### config.mk
export PLATFORM = sky130hd
export DESIGN_NAME = txmon_top
export DESIGN_NICKNAME = d
export VERILOG_FILES = /design/src/rtl/txmon_pkg.sv /design/src/rtl/txmon_edge_sync.sv /design/src/rtl/txmon_window.sv /design/src/rtl/txmon_guard.sv /design/src/rtl/txmon_top.sv
export SDC_FILE = /design/constraint.sdc
export NUM_CORES = 1
export LEC_CHECK = 0
export ABC_AREA = 0
export BUFFER_PORTS_ARGS = -buffer_cell sky130_fd_sc_hd__buf_4
export CORE_MARGIN = 4
export CORE_UTILIZATION = 59
export DETAILED_ROUTE_END_ITERATION = 10
export HOLD_SLACK_MARGIN = 0.03
export PLACE_DENSITY = 0.81
export SETUP_SLACK_MARGIN = 0.02
export SLEW_MARGIN = 20
export SYNTH_ARGS = -nofsm -noshare
export SYNTH_HDL_FRONTEND = slang
export SYNTH_HIERARCHICAL = 1
export SYNTH_SLANG_ARGS = --single-unit
### constraint.sdc
create_clock -name clk_osc -period 2.7 [get_ports clk_osc]
set_input_delay 0.54 -clock clk_osc [delete_from_list [all_inputs] [get_ports clk_osc]]
set_output_delay 0.54 -clock clk_osc [all_outputs]
set_load 0.02 [all_outputs]
### src/rtl/txmon_pkg.sv
package txmon_pkg;

    // Which clock the presence monitor watches
    typedef enum logic {
        SRC_RAW_TX = 1'b0,
        SRC_SMOOTH = 1'b1
    } clk_src_e;

endpackage

### src/rtl/txmon_edge_sync.sv
module txmon_edge_sync #(
    parameter int STAGES = 2
) (
    input  logic clk,
    input  logic rst_n,
    input  logic async_in,
    output logic rise_o
);
    localparam int TOP = STAGES - 1;

    typedef struct packed {
        logic [STAGES-1:0] chain;
        logic              prev;
    } st_t;

    st_t st_d, st_q;

    always_comb begin
        st_d       = st_q;
        st_d.chain = {st_q.chain[STAGES-2:0], async_in};
        st_d.prev  = st_q.chain[TOP];
    end

    always_ff @(posedge clk or negedge rst_n) begin
        if (!rst_n) st_q <= '0;
        else        st_q <= st_d;
    end

    assign rise_o = st_q.chain[TOP] & ~st_q.prev;


    single_pulse_chk: assert property (@(posedge clk) disable iff (!rst_n)
        rise_o |=> !rise_o);

endmodule

### src/rtl/txmon_window.sv
module txmon_window #(
    parameter int DIV = 10
) (
    input  logic clk,
    input  logic rst_n,
    input  logic edge_i,
    output logic loss_o
);
    localparam int CW = $clog2(DIV);
    localparam logic [CW-1:0] LAST = CW'(DIV - 1);

    typedef struct packed {
        logic [CW-1:0] cnt;
        logic          seen;
        logic          loss;
    } st_t;

    st_t  st_d, st_q;
    logic strobe;

    assign strobe = (st_q.cnt == LAST);

    always_comb begin
        st_d = st_q;
        if (strobe) begin
            st_d.cnt  = '0;
            st_d.loss = !(st_q.seen || edge_i);
            st_d.seen = 1'b0;
        end else begin
            st_d.cnt  = st_q.cnt + 1'b1;
            st_d.seen = st_q.seen || edge_i;
        end
    end

    always_ff @(posedge clk or negedge rst_n) begin
        if (!rst_n) st_q <= '0;
        else        st_q <= st_d;
    end

    assign loss_o = st_q.loss;


    loss_hold_chk: assert property (@(posedge clk) disable iff (!rst_n)
        !strobe |=> $stable(st_q.loss));


    strobe_gap_chk: assert property (@(posedge clk) disable iff (!rst_n)
        strobe |=> !strobe);


    seen_clear_chk: assert property (@(posedge clk) disable iff (!rst_n)
        strobe |=> !st_q.seen);

endmodule

### src/rtl/txmon_guard.sv
module txmon_guard #(
    parameter int GUARD = 35,
    parameter int SYNC  = 2
) (
    input  logic clk,
    input  logic rst_n,
    input  logic bit_edge_i,
    input  logic short_i,
    output logic prot_o
);
    localparam int CW = $clog2(GUARD);
    localparam logic [CW-1:0] LAST = CW'(GUARD - 1);

    typedef struct packed {
        logic [SYNC-1:0] sh;
        logic            prot;
        logic [CW-1:0]   cnt;
    } st_t;

    st_t  st_d, st_q;
    logic short_s;

    assign short_s = st_q.sh[SYNC-1];

    always_comb begin
        st_d    = st_q;
        st_d.sh = {st_q.sh[SYNC-2:0], short_i};
        if (!st_q.prot) begin
            if (bit_edge_i && short_s) begin
                st_d.prot = 1'b1;
                st_d.cnt  = '0;
            end
        end else if (bit_edge_i) begin
            if (st_q.cnt == LAST) begin
                st_d.prot = 1'b0;
                st_d.cnt  = '0;
            end else begin
                st_d.cnt = st_q.cnt + 1'b1;
            end
        end
    end

    always_ff @(posedge clk or negedge rst_n) begin
        if (!rst_n) st_q <= '0;
        else        st_q <= st_d;
    end

    assign prot_o = st_q.prot;


    enter_on_bit_chk: assert property (@(posedge clk) disable iff (!rst_n)
        $rose(st_q.prot) |-> $past(bit_edge_i));


    leave_on_bit_chk: assert property (@(posedge clk) disable iff (!rst_n)
        $fell(st_q.prot) |-> $past(bit_edge_i));


    cnt_range_chk: assert property (@(posedge clk) disable iff (!rst_n)
        st_q.prot |-> (st_q.cnt < CW'(GUARD)));

endmodule

### src/rtl/txmon_top.sv
module txmon_top #(
    parameter int STROBE_DIV  = 10,
    parameter int GUARD_BITS  = 35,
    parameter int SYNC_STAGES = 2,
    parameter bit HAS_ATTEN   = 1'b1
) (
    input  logic clk_osc,
    input  logic rst_n,
    input  logic atten_in_tx,
    input  logic tx_clk,
    input  logic smooth_clk,
    input  logic short_sense,
    input  logic force_float,
    output logic out_loss,
    output logic flag_oe,
    output logic drv_oe_p,
    output logic drv_oe_n
);
    import txmon_pkg::*;

    logic sel_rise;
    logic loss;
    logic prot;
    logic drv_en;

    generate
        if (HAS_ATTEN) begin : g_two_src
            logic     raw_rise;
            logic     smo_rise;
            clk_src_e src;

            txmon_edge_sync #(.STAGES(SYNC_STAGES)) u_raw_sync (
                .clk(clk_osc), .rst_n(rst_n), .async_in(tx_clk), .rise_o(raw_rise));
            txmon_edge_sync #(.STAGES(SYNC_STAGES)) u_smo_sync (
                .clk(clk_osc), .rst_n(rst_n), .async_in(smooth_clk), .rise_o(smo_rise));

            assign src      = clk_src_e'(atten_in_tx);
            assign sel_rise = (src == SRC_SMOOTH) ? smo_rise : raw_rise;
        end else begin : g_one_src
            txmon_edge_sync #(.STAGES(SYNC_STAGES)) u_raw_sync (
                .clk(clk_osc), .rst_n(rst_n), .async_in(tx_clk), .rise_o(sel_rise));
        end
    endgenerate

    txmon_window #(.DIV(STROBE_DIV)) u_window (
        .clk(clk_osc), .rst_n(rst_n), .edge_i(sel_rise), .loss_o(loss));

    txmon_guard #(.GUARD(GUARD_BITS), .SYNC(SYNC_STAGES)) u_guard (
        .clk(clk_osc), .rst_n(rst_n), .bit_edge_i(sel_rise),
        .short_i(short_sense), .prot_o(prot));

    assign drv_en   = ~force_float & ~loss & ~prot;
    assign out_loss = loss;
    assign flag_oe  = ~force_float;
    assign drv_oe_p = drv_en;
    assign drv_oe_n = drv_en;

endmodule

==> out/qor.txt <==
DIE AREA - 2270 µm²
top cell type's share of synthesized area - 0.566
clock latency at the later pin of the worst-skew pair - 0.29 ns
Final GP Congestion - 0.791
maxcap violations - 0
fillers - 102
Final period util - 0.671
Mapped Avg Cell Area - 12.4 µm²
largest area contributor in the netlist - dfrtp_1
cts hold-fix bufs - 0
Worst-path clk slew - 0.10 ns
CTS tree - built
register bit count reported by yosys - 21
max incr delay on CP - 0.51 ns
clock skew - 0.000962 ns
Avg WL per Cell - 14.1 µm
Final ANT Viol Nets - 0
Starting DRT DRC Count - 11
GRT overflow - 0
top post-synthesis cells by area - dfrtp_1 (57%), mux2_4 (4.9%), nand2_1 (3.2%), nor2b_4 (3.0%), a22o_1 (2.8%)
Post-DP HPWL - 1.11 mm
share of cells above drive strength 1 - 0.264
crit start category - flip-flop
CP cell instances - nor3_1, buf_4
pre-CTS WS - 0.989 ns
Root Buffer - clkbuf_4
ys async rst share - 1.00
fin worst setup slack - 0.888 ns
CP Max Fanout - 10
n_diodes - 0
Gate power share - 0.190
Worst slew margin - 0.781
Synth warnings - 6
Sw Pwr - 180 µW
FP Rows - 14
final hold vios - 0
unrepaired setup endpoints after global routing - false
initial antenna violation count - 0
first-pass GRT wire length - 2.44 mm
Tot Pwr - 651 µW
CP endpoint kind - primary output
Sw Ratio - 0.277
H-tree lvl count - 1
Max Clock Freq - 552 MHz
Peak VDD IR - 0.462 mV
nets@finish - 97
Crit path arrival time - 1.27 ns
WL final - 1.45 mm
post-CTS setup buffer count - 0
Post-synth EDFFs - 0
Initial Util - 0.624
Slew Limit Fails - 0
Final Setup Violations - 0
ys flop type - dfrtp_1
Crit path required time - 2.16 ns
die height - 47.7 µm
Synth top cells by count - dfrtp_1 (21), nand2_1 (8)
# DRC - 0
sequential element share of the synthesized area - 0.566
IO buf count - 10
worst slew pin tran - 0.329 ns
Mapped Area - 928 µm²
Placeable Area - 1490 µm²
Fin Setup TNS - 0 ns
area grow syn2layout - 11.9%
number of global-route vias before repair - 562
status - finished, final reports clean
Vias - 583
power share of the clock group - 0.216
PwrDens - 627 nW/µm²
type of the worst setup path - flip-flop to primary output
min Tclk post-route - 1.81 ns
Hold Path Class - input port to asynchronous set/reset pin
most frequent cell after synthesis - dfrtp_1
DIE WIDTH - 47.7 µm
Top Ports - 11
Crit-path slowest cell - dfrtp_1
First-pass DRT Iterations - 4
clk buf depth - 2
All-Layer GR Usage - 0.157
share of total power in sequential cells - 0.594
CTS buffer count - 3
Pint - 471 µW
pin count of the biggest net entering global routing - 22
Cells after Synth - 75
leak pwr - 0.000470 µW
Resized Gates After CTS - 0
syn_nets - 84
Unique masters post-synth - 31
clock sinks - 21
Vias/cell - 5.66
[cell type report]
| type | instances | area [µm²] | area share |
|---|---|---|---|
| sequential | 21 | 526 | 0.506 |
| tap | 16 | 20.0 | 0.0193 |
| multi-input combinational | 48 | 377 | 0.363 |
| clock buffer | 4 | 26.3 | 0.0253 |
| timing repair buffer | 10 | 75.1 | 0.0723 |
| inverter | 4 | 15.0 | 0.0145 |
[state kept, by name, summed over array words and instances, names as in the netlist]
register                   flops
u_guard/short_s                1
u_guard/prot_o                 1
u_window/st_q                  5
u_guard/st_q                   6
g_two_src.u_smo_sync/st_d      2
g_two_src.u_raw_sync/st_d      2
g_two_src.u_smo_sync/st_q      1
g_two_src.u_raw_sync/st_q      1
u_guard/st_d                   1
u_window/loss_o                1
[per-layer routing]
layer | routed length (µm) | track usage
met4 | 14 | 0.0645
met5 | 0 | 0
met1 | 618 | 0.187
met3 | 51 | 0.0451
met2 | 768 | 0.267
[cell usage in the layout, fill, tap and decap left out]
| master | count |
|---|---|
| buf_4 | 10 |
| mux2i_1 | 1 |
| o21ai_1 | 3 |
| nor2b_4 | 2 |
| o211ai_1 | 1 |
| nand3_2 | 1 |
| nor3_1 | 1 |
| inv_2 | 1 |
| xnor2_1 | 1 |
| o21ai_0 | 3 |
| nand2_1 | 8 |
| dfrtp_1 | 21 |
| nor2b_1 | 2 |
| a31oi_1 | 1 |
| a21oi_1 | 1 |
| ha_1 | 2 |
| nand4b_1 | 2 |
| nor2_1 | 3 |
| nand2b_4 | 1 |
| nand3b_1 | 1 |
| a22o_1 | 3 |
| o21ai_2 | 1 |
| mux2_4 | 3 |
| nand4bb_1 | 1 |
| nor3_4 | 1 |
| clkbuf_1 | 1 |
| a2bb2oi_1 | 2 |
| mux2_1 | 1 |
| clkbuf_4 | 3 |
| inv_1 | 3 |
| nand3_1 | 1 |
| a22oi_1 | 1 |
[per-stage QoR]
step	util	cells	area, µm²	hold slack, ns
floorplan	-	75	928	0.244
global placement	0.680	99	1010	0.334
detailed placement	0.680	99	1010	0.335
CTS	0.697	103	1040	0.103
global route	0.697	103	1040	0.0966
finish	0.697	103	1040	0.105
[path summary, 6_finish.rpt]
| check | endpoint | slack, ns | startpoint | depth (start not counted) |
|---|---|---|---|---|
| min in group clk_osc | u_guard/st_d[8]$_DFF_PN0_ | 0.35 | short_sense | 1 |
| hold / removal | u_guard/st_q[5]$_DFFE_PN0P_ | 0.11 | rst_n | 1 |
| hold reg to reg | u_guard/short_s$_DFF_PN0_ | 0.36 | u_guard/st_d[8]$_DFF_PN0_ | 0 |
| setup / recovery | drv_oe_p | 0.89 | u_guard/prot_o$_DFF_PN0_ | 2 |
| max in group asynchronous | u_guard/short_s$_DFF_PN0_ | 2.39 | rst_n | 1 |
| setup reg to reg | u_guard/st_q[4]$_DFFE_PN0P_ | 1.16 | g_two_src.u_raw_sync/st_d[0]$_DFF_PN0_ | 5 |
[power by group through the flow]
stage / Combinational [µW] / Sequential (µW) / Clock, µW
final: 124 / 387 / 141
after global routing: 138 / 394 / 162
after CTS: 125 / 387 / 148
after detailed placement: 124 / 393 / 0
after global placement: 115 / 389 / 0
after floorplan: 90.1 / 383 / 0
[worst max-delay path, delay by kind of cell, from the launching register on]
kind	cells	cell delay, ns
simple gates	1	0.27
flops	1	0.51
buf+inv	1	0.20
[cell families (layout without fill, tap and decap cells)]
| family | Yosys count | count (layout) | share of synthesized area |
|---|---|---|---|
| xor gates and xnor gates | 1 | 1 | 0.00944 |
| adders and majority gates | 2 | 2 | 0.0269 |
| muxes | 5 | 5 | 0.0714 |
| buffers and inverters | 6 | 18 | 0.0283 |
| AOI/OAI and AO/OA | 16 | 16 | 0.117 |
| DFF | 21 | 21 | 0.566 |
| and+or+nand+nor | 24 | 24 | 0.181 |
Note: power is estimated with default switching activity, not from simulation.
